[src/rtl/aux_edid_pkg.sv]
package aux_edid_pkg;
    localparam logic [7:0] CTL_OFS     = 8'h10;
    localparam logic [7:0] DATA_OFS    = 8'h14;
    localparam int         DATA_STRIDE = 4;
    localparam int         NUM_DATA    = 5;
    localparam int         DIDX_W      = $clog2(NUM_DATA);

    localparam int BUSY_BIT = 31;
    localparam int DONE_BIT = 30;
    localparam int SIZE_LO  = 20;
    localparam int SIZE_W   = 5;

    localparam logic [7:0] ACK_CODE = 8'h00;

    typedef struct packed {
        logic        is_read;
        logic        mot;
        logic [15:0] i2c_addr;
    } aux_hdr_t;
endpackage

[src/rtl/aux_reg_sel.sv]
module aux_reg_sel
    import aux_edid_pkg::*;
(
    input  logic [7:0]        addr,
    output logic              is_ctl,
    output logic              is_data,
    output logic [DIDX_W-1:0] data_idx
);
    always_comb begin
        is_ctl   = (addr == CTL_OFS);
        is_data  = 1'b0;
        data_idx = '0;
        for (int i = 0; i < NUM_DATA; i++) begin
            if (addr == DATA_OFS + 8'(i * DATA_STRIDE)) begin
                is_data  = 1'b1;
                data_idx = DIDX_W'(i);
            end
        end
    end
endmodule

[src/rtl/aux_hdr_decode.sv]
module aux_hdr_decode
    import aux_edid_pkg::*;
(
    input  logic [31:0] hdr_word,
    output aux_hdr_t    hdr
);
    logic [3:0] opcode;

    always_comb begin
        opcode       = hdr_word[31:28];
        hdr.is_read  = opcode[0];
        hdr.mot      = opcode[2];
        hdr.i2c_addr = hdr_word[23:8];
    end
endmodule

[src/rtl/aux_edid_fetch.sv]
module aux_edid_fetch #(
    parameter int EDID_BYTES = 128,
    parameter int PTR_W      = $clog2(EDID_BYTES + 1)
) (
    input  logic             selected,
    input  logic             avail,
    input  logic [PTR_W-1:0] ptr,
    input  logic [7:0]       edid_byte,
    output logic [7:0]       reply_byte,
    output logic             advance
);
    logic in_range;

    always_comb begin
        in_range = (ptr < PTR_W'(EDID_BYTES));
        advance  = selected && avail && in_range;
        if (!(selected && avail))
            reply_byte = 8'hFF;
        else if (in_range)
            reply_byte = edid_byte;
        else
            reply_byte = 8'h00;
    end
endmodule

[src/rtl/aux_edid_responder.sv]
module aux_edid_responder
    import aux_edid_pkg::*;
#(
    parameter int          EDID_BYTES    = 128,
    parameter logic [15:0] EDID_I2C_ADDR = 16'h0050,
    parameter int          IDX_W         = $clog2(EDID_BYTES),
    parameter int          PTR_W         = $clog2(EDID_BYTES + 1)
) (
    input  logic             clk,
    input  logic             rst_n,
    input  logic             wr_en,
    input  logic [7:0]       wr_addr,
    input  logic [31:0]      wr_data,
    input  logic [7:0]       rd_addr,
    output logic [31:0]      rd_data,
    input  logic             monitor_present,
    input  logic             monitor_is_dp,
    output logic [IDX_W-1:0] edid_idx,
    input  logic [7:0]       edid_byte
);
    typedef struct packed {
        logic [31:0]                ctrl;
        logic [NUM_DATA-1:0][31:0]  data;
        logic                       selected;
        logic                       avail;
        logic [PTR_W-1:0]           ptr;
    } state_t;

    state_t st_d, st_q;

    logic              wr_is_ctl, wr_is_data;
    logic [DIDX_W-1:0] wr_idx;
    logic              rd_is_ctl, rd_is_data;
    logic [DIDX_W-1:0] rd_idx;
    aux_hdr_t          hdr;
    logic [7:0]        fetch_byte;
    logic              fetch_adv;

    aux_reg_sel u_wr_sel (.addr(wr_addr), .is_ctl(wr_is_ctl), .is_data(wr_is_data), .data_idx(wr_idx));
    aux_reg_sel u_rd_sel (.addr(rd_addr), .is_ctl(rd_is_ctl), .is_data(rd_is_data), .data_idx(rd_idx));

    aux_hdr_decode u_hdr (.hdr_word(st_q.data[0]), .hdr(hdr));

    aux_edid_fetch #(.EDID_BYTES(EDID_BYTES), .PTR_W(PTR_W)) u_fetch (
        .selected  (st_q.selected),
        .avail     (st_q.avail),
        .ptr       (st_q.ptr),
        .edid_byte (edid_byte),
        .reply_byte(fetch_byte),
        .advance   (fetch_adv)
    );

    logic [SIZE_W-1:0] msg_len;
    logic              busy_wr;
    logic              len3, len4;
    logic              put_reply;
    logic [31:0]       reply;

    assign msg_len = wr_data[SIZE_LO +: SIZE_W];
    assign busy_wr = wr_en && wr_is_ctl && wr_data[BUSY_BIT];
    assign len3    = (msg_len == SIZE_W'(3));
    assign len4    = (msg_len == SIZE_W'(4));

    always_comb begin
        st_d      = st_q;
        put_reply = 1'b0;
        reply     = {ACK_CODE, 24'h0};
        if (busy_wr) begin
            st_d.ctrl                     = '0;
            st_d.ctrl[DONE_BIT]           = 1'b1;
            st_d.ctrl[SIZE_LO +: SIZE_W]  = hdr.is_read ? SIZE_W'(2) : SIZE_W'(1);
            put_reply                     = 1'b1;
            if (len3) begin
                if (!hdr.mot || hdr.i2c_addr == 16'h0000) begin
                    st_d.selected = 1'b0;
                    st_d.avail    = 1'b0;
                    st_d.ptr      = '0;
                end else if (hdr.i2c_addr == EDID_I2C_ADDR) begin
                    st_d.selected = 1'b1;
                    if (monitor_present && monitor_is_dp)
                        st_d.avail = 1'b1;
                end
            end else if (!hdr.is_read) begin
                put_reply = 1'b1;
            end else if (!len4) begin
                put_reply = 1'b0;
            end else begin
                reply[23:16] = fetch_byte;
                if (fetch_adv)
                    st_d.ptr = st_q.ptr + PTR_W'(1);
            end
            if (put_reply)
                st_d.data[0] = reply;
        end else if (wr_en && wr_is_data) begin
            st_d.data[wr_idx] = wr_data;
        end
    end

    always_ff @(posedge clk) begin
        if (!rst_n)
            st_q <= '0;
        else
            st_q <= st_d;
    end

    always_comb begin
        if (rd_is_ctl)
            rd_data = st_q.ctrl;
        else if (rd_is_data)
            rd_data = st_q.data[rd_idx];
        else
            rd_data = '0;
    end

    assign edid_idx = st_q.ptr[IDX_W-1:0];

    // Assertions placed beside the state they guard
    assert_idle_ctl_R3: assert property (@(posedge clk) disable iff (!rst_n)
        (wr_en && wr_is_ctl && !wr_data[BUSY_BIT]) |=> ($stable(st_q.ctrl) && $stable(st_q.data) && $stable(st_q.ptr)));

    assert_done_word_R4: assert property (@(posedge clk) disable iff (!rst_n)
        busy_wr |=> (st_q.ctrl[DONE_BIT] && !st_q.ctrl[BUSY_BIT]));

    assert_stop_clears_R5: assert property (@(posedge clk) disable iff (!rst_n)
        (busy_wr && len3 && !hdr.mot) |=> (!st_q.selected && !st_q.avail && st_q.ptr == '0));

    assert_avail_needs_sel_R6: assert property (@(posedge clk) disable iff (!rst_n)
        st_q.avail |-> st_q.selected);

    assert_ptr_bound_R9: assert property (@(posedge clk) disable iff (!rst_n)
        st_q.ptr <= PTR_W'(EDID_BYTES));

    assert_badlen_keep_R10: assert property (@(posedge clk) disable iff (!rst_n)
        (busy_wr && hdr.is_read && !len3 && !len4) |=> $stable(st_q.data[0]));

    assert_unsel_ff_R11: assert property (@(posedge clk) disable iff (!rst_n)
        (busy_wr && hdr.is_read && len4 && !st_q.selected) |=> (st_q.data[0][23:16] == 8'hFF));

    assert_ack_code_R12: assert property (@(posedge clk) disable iff (!rst_n)
        (busy_wr && !(hdr.is_read && !len3 && !len4)) |=> (st_q.data[0][31:24] == ACK_CODE));
endmodule

[config.mk]
export PLATFORM = sky130hd
export DESIGN_NAME = aux_edid_responder
export DESIGN_NICKNAME = d
export VERILOG_FILES = /design/src/rtl/aux_edid_pkg.sv /design/src/rtl/aux_reg_sel.sv /design/src/rtl/aux_hdr_decode.sv /design/src/rtl/aux_edid_fetch.sv /design/src/rtl/aux_edid_responder.sv
export SDC_FILE = /design/constraint.sdc
export NUM_CORES = 1
export LEC_CHECK = 0
export BUFFER_PORTS_ARGS = -buffer_cell sky130_fd_sc_hd__buf_2
export CORE_ASPECT_RATIO = 1.25
export CORE_MARGIN = 2
export CORE_UTILIZATION = 45
export DETAILED_ROUTE_END_ITERATION = 10
export GPL_TIMING_DRIVEN = 0
export MAX_ROUTING_LAYER = met4
export PLACE_DENSITY_LB_ADDON = 0.25
export SETUP_SLACK_MARGIN = 0.4
export SLEW_MARGIN = 25
export SYNTH_ARGS = -nofsm -noshare
export SYNTH_HDL_FRONTEND = slang
export SYNTH_HIERARCHICAL = 1
export SYNTH_SLANG_ARGS = --single-unit
[constraint.sdc]
create_clock -name clk -period 4.8 [get_ports clk]
set_clock_uncertainty 0.05 [all_clocks]
set_input_delay 0.96 -clock clk [delete_from_list [all_inputs] [get_ports clk]]
set_output_delay 0.96 -clock clk [all_outputs]
set_load 0.02 [all_outputs]
==> results.md, run 1 <==
- Worst-Margin Slew: 819 ps
- Slowest CP cell: or4_4
- Slew headroom: 45.4%
- Crit Path Class: input pin to output pin
- Final setup viols: 0
- Gr ovfl total: 0
- Ports: 100
- CTS clk-pin slew, worst paths: 60 ps
- Fillers: 1,693
- Cts hold-fix bufs: 0
- Finished layout cell area: 0.00961 mm2
- Post-Syn Area: 0.00815 mm2
- CP Cell Sequence: buf_2 -> or4_4 -> nor3_1 -> clkbuf_2 -> buf_2 -> mux4_2 -> a22oi_1 -> nor2_1 -> buf_2
- Seq cells post-synth: 173
- DR pass1 iterations: 6
- Synthesis-to-layout area growth: 18.0%
- Delay-heaviest family, CP: buffers and inverters
- Combinational power share: 4.1%
- DP HPWL: 16,300 um
- First-pass GRT wire length: 37,400 um
- Ys Warns: 6
- Asr flop ratio synth: 0%
- CTS sink count: 173
- Core area: 0.0179 mm2
- Final Slew Violations: 0
- Fmax: 0.230 GHz
- Top cells by area, synth: dfxtp_1, mux2i_1, mux4_2
- Worst Hold Class: flip-flop to flip-flop
- Port buffer count: 95
- Vias per inst: 5.68
- R2R cell count: 5
- Pwr Density: 322 mW/mm2
- Residual DRC count: 0
- Arr. time, crit path: 3340 ps
- Sequential Power Share: 46.4%
- Yosys cell types: 50
- Row count: 55
- EDFF count, synth: 0
- Post-layout nets: 1,076
- RSZ-0062 raised after global routing: yes
- Worst-path maximum fanout: 10
- Setup slack, reg-to-reg: 2480 ps
- Yosys top cell area share: 42.5%
- Minimum clock period: 4350 ps
- Worst Path Buf+Inv: 4
- Cell taking the most area after synthesis: dfxtp_1
- Clock power share: 49.5%
- Worst path depth: 9
- CP startpoint: rd_addr[1]
- Slowest stage delay, CP: 570 ps
- Req. time, crit path: 3790 ps
- Final Hold Viols: 0
- H-Tree Depth: 4
- Post-DRT Antenna Nets: 0
- Via Count: 7,135
- Wirelength per Cell: 18.9 um
- Sequential share of the synthesized area: 42.5%
- Synth Flop Type: dfxtp_1
- Share of cells above drive strength 1: 21.3%
- Die height: 154 um
- Worst r2r dst: st_q[24]
- Post-place instance area: 0.00891 mm2
- Top cell by count, worst path: buf_2
- Synthesized area per cell: 9.05 um2
- Total CTS buffers: 17
- Clk Latency, worst-skew pair: 430 ps
- Max_cap viols: 0
- GR Util All Layers: 25.4%
- Status: completed
- CTS tree: done
- Worst r2r src: st_q[38]
- Clk buf depth: 2
- Leakage: 3.48 nW
- Initial antenna violation count: 0
- Sw Pwr: 0.000679 W
- Critical Path Start Type: input pin
- Die Width: 124 um
- CTS root buffer: clkbuf_16
- Period utilization: 90.5%
- VDD IR max: 0.000239 V
- Crit end category: output pin
- Finished Core Util: 53.7%
- Full die area: 0.0192 mm2
- Largest net degree at the start of global routing: 17
- Cells after Synth: 900
- Final WL: 23,700 um
- Power Total: 0.00310 W
- Iteration-0 DRC Markers: 558
- Initial Utilization: 45.5%
- GP Congestion: 0.903
- CP Capture Point: rd_data[8]
- Vias in the first global route: 6,876
- Post-Syn Nets: 962
- Internal Pwr Total: 0.00242 W
- Switching Share: 21.9%
[worst min-delay path by stage]
stage / startpoint / end / slack (ps) / cells past startpoint
final: st_q[116] / st_q[116] / 400 / 2
after detailed placement: st_q[9] / st_q[9] / 390 / 2
after global routing: st_q[110] / st_q[110] / 420 / 2
after global placement: st_q[9] / st_q[9] / 380 / 2
after CTS: st_q[116] / st_q[116] / 400 / 2
after floorplan: st_q[9] / st_q[9] / 370 / 2
[cells in the mapped netlist, types with 2 or more instances]
cell type  count
and2_1         2
clkbuf_1      59
nand2_1      150
nor4b_2        2
nand4_1        8
buf_6          2
nand4bb_1      2
nor2_1       103
nor3b_1       10
buf_4         25
nor4b_1        2
nand3_1        3
o21ai_0       23
nand2b_1       2
a22oi_1       32
a32o_1        24
buf_2         11
mux4_2        32
inv_1         28
nand3b_1       2
o31ai_1        2
a21oi_1       75
a311oi_1       2
a31oi_1        4
mux2i_1       72
dfxtp_1      173
a211oi_1       3
nor2b_1        2
nor4b_4        2
nor4_1        12
or4_4          3
nor3_1         6
or3_1          2
o21ai_1        4
[cells in the final DEF (no fill, tap or decap), types with 3 or more instances in the layout]
| master | synthesis | final |
|---|---|---|
| o21ai_0 | 23 | 23 |
| nor4_1 | 12 | 12 |
| nand3_1 | 3 | 3 |
| mux2i_1 | 72 | 72 |
| nor3_1 | 6 | 5 |
| mux4_2 | 32 | 32 |
| a22oi_1 | 32 | 32 |
| a21oi_1 | 75 | 75 |
| a211oi_1 | 3 | 3 |
| buf_6 | 2 | 5 |
| buf_4 | 25 | 25 |
| bufinv_16 | 0 | 5 |
| or4_4 | 3 | 3 |
| inv_1 | 28 | 28 |
| inv_6 | 0 | 3 |
| a31oi_1 | 4 | 4 |
| clkbuf_16 | 0 | 17 |
| clkbuf_1 | 59 | 51 |
| nor2_1 | 103 | 103 |
| nor3b_1 | 10 | 10 |
| nand2_1 | 150 | 150 |
| o21ai_1 | 4 | 4 |
| a32o_1 | 24 | 24 |
| dfxtp_1 | 173 | 173 |
| nand4_1 | 8 | 8 |
| buf_2 | 11 | 106 |
| clkbuf_2 | 0 | 4 |
[area by class of cell]
class	count	area, um2	share of cell area, %
clock buffer	19	443	4.61
multi-input combinational	601	4100	42.7
buffer	98	526	5.47
inverter	28	105	1.09
tap	228	285	2.97
clock inverter	13	210	2.19
antenna	1	2.50	0.0260
sequential	173	3460	36.0
timing repair buffer	95	475	4.95
[sequential cells by signal, indices dropped and copies added (netlist names)]
name / flops
st_q: 166
edid_idx: 7
[kinds of logic (layout without fill, tap and decap cells)]
| logic type | Yosys count | after routing | share of synthesized area [%] |
|---|---|---|---|
| AND/OR/NAND/NOR | 322 | 322 | 18.6 |
| AO/OA/AOI/OAI | 174 | 174 | 13.7 |
| buffers and inverters | 126 | 253 | 7.31 |
| adder cells (fa/ha/maj) | 1 | 1 | 0.154 |
| other | 0 | 1 | 0 |
| flip-flops | 173 | 173 | 42.5 |
| multiplexers | 104 | 104 | 17.7 |
[power groups by stage]
stage	logic [W]	registers (W)	clock network [W]
6_report	0.000127	0.00144	0.00153
5_1_grt	0.000137	0.00144	0.00160
4_1_cts	0.000127	0.00144	0.00155
3_5_place_dp	0.000126	0.00147	0
3_3_place_gp	0.000125	0.00147	0
2_1_floorplan	0.0000536	0.00147	0
[tightest hold or removal path, delay by kind of cell (launching register included)]
kind,cells,cell delay (ps)
compound gates,1,50
flops,1,310
simple gates,1,50
[stage by stage]
stage | cells | setup TNS (ps) | hold WS (ps) | setup slack, ps
finish | 1256 | 0 | 403 | 454
global route | 1255 | 0 | 418 | 358
CTS | 1255 | 0 | 404 | 411
detailed placement | 1223 | -133 | 385 | -67.1
global placement | 1223 | -337 | 385 | -156
floorplan | 900 | 0 | 371 | 704
[repair_timing]
action | CTS | global route
resized for setup | 13 | 13
setup endpoints to repair | 32 | 28
buffers inserted | 0 | 0
pin swaps | 0 | 0
gates cloned | 0 | 0
[metal layers]
metal	up-vias	global-route usage [%]	share of wire, %	routed length, um
met4	0	9.63	1.8	421
li1	3390	-	-	-
met3	27	4.57	5.8	1390
met5	-	-	0	0
met2	266	41.8	49	11600
met1	3452	31.4	43	10300
Note: power is estimated with default switching activity, not from simulation.
==> run 2: changes to the inputs <==
ABC_AREA = 1   (was not set)
==> results.md, run 2 <==
- Initial antenna violation count: 0 (unchanged)
- Final setup viols: 0 (unchanged)
- Critical Path Start Type: input pin (unchanged)
- Synth Flop Type: dfxtp_1 (unchanged)
- Die Width: 126 um (was 124 um)
- Finished Core Util: 53.6% (was 53.7%)
- EDFF count, synth: 0 (unchanged)
- DP HPWL: 18,300 um (was 16,300 um)
- Finished layout cell area: 0.00970 mm2 (was 0.00961 mm2)
- Top cells by area, synth: dfxtp_1, nor2_1, a21oi_1 (was dfxtp_1, mux2i_1, mux4_2)
- Most frequent cells in the layout: nor2_1, dfxtp_1, a21oi_1 (was dfxtp_1, nand2_1, buf_2)
- Yosys cell types: 35 (was 50)
- First-pass GRT wire length: 41,400 um (was 37,400 um)
- DR pass1 iterations: 5 (was 6)
- Worst-Margin Slew: 704 ps (was 819 ps)
- H-Tree Depth: 4 (unchanged)
- Cts hold-fix bufs: 0 (unchanged)
- Slew headroom: 53.1% (was 45.4%)
- # resized after CTS: 0 (was 13)
- Core area: 0.0181 mm2 (was 0.0179 mm2)
- Ys Warns: 6 (unchanged)
- Hold path depth: 2 (unchanged)
- Pwr Density: 310 mW/mm2 (was 322 mW/mm2)
- Hold WS: 401 ps (was 403 ps)
- Crit end category: output pin (unchanged)
- Final WL: 26,400 um (was 23,700 um)
- Most flops, register: st_q (unchanged)
- Worst Hold Class: flip-flop to flip-flop (unchanged)
- Setup TNS: 0 ps (unchanged)
- Status: completed (unchanged)
- Residual DRC count: 0 (unchanged)
- Synthesis-to-layout area growth: 16.6% (was 18.0%)
- CTS tree: done (unchanged)
- # Post-CTS Setup Buffers: 0 (unchanged)
- Largest register FFs: 166 (unchanged)
- R2R cell count: 8 (was 5)
- Period utilization: 86.8% (was 90.5%)
- Share of cells above drive strength 1: 17.6% (was 21.3%)
- RSZ-0062 raised after global routing: no (was yes)
- Post-DRT Antenna Nets: 0 (unchanged)
- Yosys top cell area share: 41.6% (was 42.5%)
- Count leader, synth: nor2_1 (was dfxtp_1)
- Commonest non-fill, non-tap cell in the layout: nor2_1 (was dfxtp_1)
- CTS sink count: 173 (unchanged)
- Asr flop ratio synth: 0% (unchanged)
- Wirelength per Cell: 17.3 um (was 18.9 um)
- CTS clk-pin slew, worst paths: 70 ps (was 60 ps)
- Die height: 156 um (was 154 um)
- Post-place instance area: 0.00910 mm2 (was 0.00891 mm2)
- Arr. time, crit path: 3150 ps (was 3340 ps)
- GP Congestion: 0.916 (was 0.903)
- VDD IR max: 0.000230 V (was 0.000239 V)
- Req. time, crit path: 3790 ps (about the same)
- Row count: 55 (unchanged)
- Post-Syn Nets: 1,230 (was 962)
- Worst-path maximum fanout: 10 (unchanged)
- Cell taking the most area after synthesis: dfxtp_1 (unchanged)
- Seq cells post-synth: 173 (unchanged)
- GR Util All Layers: 27.4% (was 25.4%)
- Post-synth top cells: nor2_1, dfxtp_1, a21oi_1, o21ai_0, nand2_1 (was dfxtp_1, nand2_1, nor2_1, a21oi_1, mux2i_1)
- Final Hold Viols: 0 (unchanged)
- Sequential share of the synthesized area: 41.6% (was 42.5%)
- Post-Syn Area: 0.00832 mm2 (was 0.00815 mm2)
- Total CTS buffers: 17 (unchanged)
- Full die area: 0.0196 mm2 (was 0.0192 mm2)
- Initial Utilization: 46.0% (was 45.5%)
- Leakage: 4.22 nW (was 3.48 nW)
- Fmax: 0.240 GHz (was 0.230 GHz)
- Post-layout nets: 1,347 (was 1,076)
- Gr ovfl total: 0 (unchanged)
- Port buffer count: 98 (was 95)
- Final Slew Violations: 0 (unchanged)
- Max_cap viols: 0 (unchanged)
- Crit Path Class: input pin to output pin (unchanged)
- Synthesized area per cell: 7.12 um2 (was 9.05 um2)
- Power Total: 0.00301 W (was 0.00310 W)
- Vias in the first global route: 7,890 (was 6,876)
- Clk Latency, worst-skew pair: 430 ps (about the same)
- Fillers: 1,796 (was 1,693)
- Antenna diodes: 0 (was 1)
- Clk buf depth: 2 (unchanged)
- Via Count: 8,448 (was 7,135)
- Cells after Synth: 1,168 (was 900)
- Ports: 100 (unchanged)
- Vias per inst: 5.54 (was 5.68)
- Iteration-0 DRC Markers: 781 (was 558)
- Largest net degree at the start of global routing: 17 (unchanged)
- CTS root buffer: clkbuf_16 (unchanged)
- Minimum clock period: 4160 ps (was 4350 ps)
==> run 2: cell types whose count changed after synthesis, sizes merged, moves of 38 or more <==
cell   change
o21ai    +193
nor2     +116
mux2i     -72
a21oi     +67
inv       +51
nand2     -38
==> run 2: final timing paths <==
kind / startpoint / end / slack (ps)
max: rd_addr[0] / rd_data[28] / 640
min: st_q[8] / st_q[8] / 400
max reg2reg: st_q[38] / st_q[24] / 3050
min reg2reg: st_q[8] / st_q[8] / 400
==> run 2: cell families after synthesis <==
kind of cell / Yosys count / share of synthesized area, %
XOR/XNOR: 2 / 0.211
AO/OA/AOI/OAI: 433 / 27.6
adder cells (fa/ha/maj): 1 / 0.150
flip-flops: 173 / 41.6
buffers and inverters: 184 / 10.8
AND/OR/NAND/NOR: 375 / 19.6
==> run 2: area by class of cell <==
cell class / instances / area, um2 / share of cell area (%)
Buffer: 105 / 601 / 6.19
Sequential cell: 173 / 3460 / 35.7
Multi-Input combinational cell: 811 / 3960 / 40.8
Inverter: 79 / 297 / 3.06
Timing Repair Buffer: 98 / 490 / 5.06
Clock buffer: 28 / 557 / 5.74
Clock inverter: 4 / 47.5 / 0.490
Tap cell: 228 / 285 / 2.94
==> run 2: power breakdown <==
part	switching [W]	total, W	internal, W
registers	0.00000223	0.00144	0.00144
clock network	0.000570	0.00141	0.000839
logic	0.000105	0.000158	0.0000528
total	0.000678	0.00301	0.00233
==> run 2: critical path, stage by stage <==
cell and delay, ps:
buf_2 90, inv_1 50, nand2_2 80, nor2_2 140, nand2_2 80, nand2_1 80
buf_2 230, clkbuf_1 530, o21ai_0 160, o21ai_0 350, a22oi_1 110, nor2_1 110
buf_2 170
==> run 2: layer usage <==
layer / wire length [um] / part of all wire (%) / global-route usage (%) / vias to the layer above
li1: - / - / - / 4134
met1: 11300 / 43 / 33.6 / 3925
met2: 12800 / 49 / 45.4 / 340
met3: 1650 / 6.2 / 4.66 / 49
met4: 640 / 2.4 / 9.95 / 0
met5: 0 / 0 / - / -
==> run 2: metrics by stage <==
| stage | setup WS [ps] | cells |
|---|---|---|
| after floorplan | 1390 | 1168 |
| after global placement | 744 | 1494 |
| after detailed placement | 705 | 1494 |
| after CTS | 702 | 1526 |
| after global routing | 503 | 1526 |
| final | 635 | 1526 |
==> run 3: changes to the inputs <==
CORE_UTILIZATION = 30   (was 45)
==> results.md, run 3 (synthesized netlist as in run 2, its figures left out) <==
- Setup slack, reg-to-reg: 3060 ps (was 3050 ps)
- Synthesis-to-layout area growth: 18.4% (was 16.6%)
- Ports: 100 (unchanged)
- DP HPWL: 20,600 um (was 18,300 um)
- CTS sink count: 173 (unchanged)
- Slew headroom: 50.4% (was 53.1%)
- Worst Path Buf+Inv: 6 (was 5)
- Core area: 0.0275 mm2 (was 0.0181 mm2)
- Leakage: 4.22 nW (about the same)
- Req. time, crit path: 3790 ps (about the same)
- First-pass GRT wire length: 45,100 um (was 41,400 um)
- Cts hold-fix bufs: 0 (unchanged)
- Largest net degree at the start of global routing: 17 (unchanged)
- Final Slew Violations: 0 (unchanged)
- Wirelength per Cell: 17.4 um (was 17.3 um)
- Residual DRC count: 0 (unchanged)
- Clk Latency, worst-skew pair: 440 ps (was 430 ps)
- Worst Hold Class: flip-flop to flip-flop (unchanged)
- Final Hold Viols: 0 (unchanged)
- GR Util All Layers: 20.3% (was 27.4%)
- Post-layout nets: 1,347 (unchanged)
- Hold EP: st_q[8] (unchanged)
- Final setup viols: 0 (unchanged)
- Die Width: 153 um (was 126 um)
- Sequential Power Share: 47.4% (was 47.9%)
- CTS clk-pin slew, worst paths: 60 ps (was 70 ps)
- Antenna diodes: 0 (unchanged)
- GP Congestion: 0.885 (was 0.916)
- Worst r2r src: st_q[38] (unchanged)
- Period utilization: 86.1% (was 86.8%)
- Largest register FFs: 166 (unchanged)
- Internal Pwr Total: 0.00230 W (was 0.00233 W)
- Switching Share: 24.4% (was 22.5%)
- RSZ-0062 raised after global routing: no (unchanged)
- Gr ovfl total: 0 (unchanged)
- Crit Path Class: input pin to output pin (unchanged)
- CTS tree: done (unchanged)
- Most flops, register: st_q (unchanged)
- Top cell by count, worst path: inv_1 (was buf_2)
- Sw Pwr: 0.000742 W (was 0.000678 W)
- Delay-heaviest family, CP: buffers and inverters (unchanged)
- VDD IR max: 0.000178 V (was 0.000230 V)
- Post-DRT Antenna Nets: 0 (unchanged)
- Share of cells above drive strength 1: 17.8% (was 17.6%)
- R2R cell count: 8 (unchanged)
- Minimum clock period: 4130 ps (was 4160 ps)
- Full die area: 0.0291 mm2 (was 0.0196 mm2)
- Combinational power share: 5.3% (about the same)
- CP Cell Sequence: buf_2 -> inv_1 -> nand2_1 -> nor2_2 -> nand2_2 -> nand2_1 -> inv_1 -> nand3_1 -> inv_1 -> clkbuf_1 -> a22oi_1 -> nor2_1 -> buf_2 (was buf_2 -> inv_1 -> nand2_2 -> nor2_2 -> nand2_2 -> nand2_1 -> buf_2 -> clkbuf_1 -> o21ai_0 -> o21ai_0 -> a22oi_1 -> nor2_1 -> buf_2)
- Fillers: 2,975 (was 1,796)
- Die height: 190 um (was 156 um)
- # Post-CTS Setup Buffers: 0 (unchanged)
- Iteration-0 DRC Markers: 747 (was 781)
- Most frequent cells in the layout: nor2_1, dfxtp_1, a21oi_1 (unchanged)
- Vias per inst: 5.10 (was 5.54)
- Area occupied by multi-input gates: 0.00396 mm2 (unchanged)
- Worst r2r dst: st_q[37] (was st_q[24])
- Vias in the first global route: 8,167 (was 7,890)
- Commonest non-fill, non-tap cell in the layout: nor2_1 (unchanged)
- Row count: 68 (was 55)
- Clk buf depth: 2 (unchanged)
- Initial Utilization: 30.3% (was 46.0%)
- CTS root buffer: clkbuf_16 (unchanged)
- Hold path depth: 2 (unchanged)
- Port buffer count: 98 (unchanged)
- Final WL: 28,700 um (was 26,400 um)
- H-Tree Depth: 4 (unchanged)
- Status: completed (unchanged)
- Fmax: 0.242 GHz (was 0.240 GHz)
- DP Cell Count: 1,616 (was 1,494)
- Via Count: 8,397 (was 8,448)
- Initial antenna violation count: 0 (unchanged)
- Critical Path Start Type: input pin (unchanged)
- Storage cell area: 0.00346 mm2 (unchanged)
- Slowest stage delay, CP: 540 ps (was 530 ps)
- Worst-Margin Slew: 744 ps (was 704 ps)
- Arr. time, crit path: 3120 ps (was 3150 ps)
- Pwr Density: 308 mW/mm2 (was 310 mW/mm2)
- Max_cap viols: 0 (unchanged)
- # resized after CTS: 0 (unchanged)
- Total CTS buffers: 17 (unchanged)
- Crit end category: output pin (unchanged)
- Worst-path maximum fanout: 10 (unchanged)
- Slowest CP cell: clkbuf_1 (unchanged)
- Clock power share: 47.3% (was 46.9%)
- Setup TNS: 0 ps (unchanged)
- DR pass1 iterations: 5 (unchanged)
- Final Instance Count excl. Fillers: 1,648 (was 1,526)
- HP Start: st_q[8] (unchanged)
-- run 3: cell count changes in the layout (fill, tap and decap cells not counted) --
cell | previous run | this run
clkinv_2 | 2 | 1
clkbuf_1 | 47 | 45
bufinv_16 | 1 | 2
clkinv_4 | 0 | 4
inv_6 | 0 | 4
inv_8 | 0 | 1
clkbuf_8 | 9 | 2
-- run 3: per-layer routing --
metal / GRT usage (%) / vias up / part of all wire, %
met2: 35.2 / 264 / 49
met3: 3.02 / 57 / 4.8
met4: 6.87 / 0 / 2.6
li1: - / 4140 / -
met5: - / - / 0
met1: 24.2 / 3936 / 43
-- run 3: final cells by class --
type,instances,share of cell area (%)
multi-input cells,811,40.2
flip-flops and latches,173,35.1
plain buffers,105,6.09
repair buffers,98,4.98
clock buffers,19,4.60
well taps,350,4.44
inverters,79,3.01
clock inverters,13,1.56
-- run 3: worst max path at each step --
stage	endpoint	cells after the start	from	slack, ps
after floorplan	rd_data[12]	13	rd_addr[6]	1390
after global routing	rd_data[28]	13	rd_addr[1]	470
final	rd_data[8]	13	rd_addr[2]	670
after global placement	rd_data[8]	13	rd_addr[6]	660
after detailed placement	rd_data[8]	13	rd_addr[6]	680
after CTS	rd_data[8]	13	rd_addr[4]	670
-- run 3: stage by stage --
stage / hold slack [ps] / cell area [um2] / total power [W] / setup WS, ps / utilization [%]
6_report: 399 / 9860 / 0.00304 / 667 / 35.9
5_1_grt: 449 / 9860 / 0.00313 / 473 / 35.9
4_1_cts: 400 / 9860 / 0.00306 / 667 / 35.9
3_5_place_dp: 390 / 9250 / 0.00163 / 681 / 33.7
3_3_place_gp: 390 / 9250 / 0.00163 / 656 / 33.7
2_1_floorplan: 377 / 8320 / 0.00156 / 1390 / -
-- run 3: power by group through the flow --
stage               Combinational (W)  Sequential (W)  Clock [W]
finish                       0.000162         0.00144    0.00144
global route                 0.000180         0.00144    0.00151
CTS                          0.000163         0.00144    0.00146
detailed placement           0.000162         0.00147          0
global placement             0.000162         0.00147          0
floorplan                   0.0000916         0.00147          0
-- run 3: worst register-to-register path: cells and delay by family (launching register included) --
family                 cells  cell delay [ps]
AO/OA/AOI/OAI              1              110
buffers and inverters      3              480
flip-flops                 1              370
AND/OR/NAND/NOR            4              680
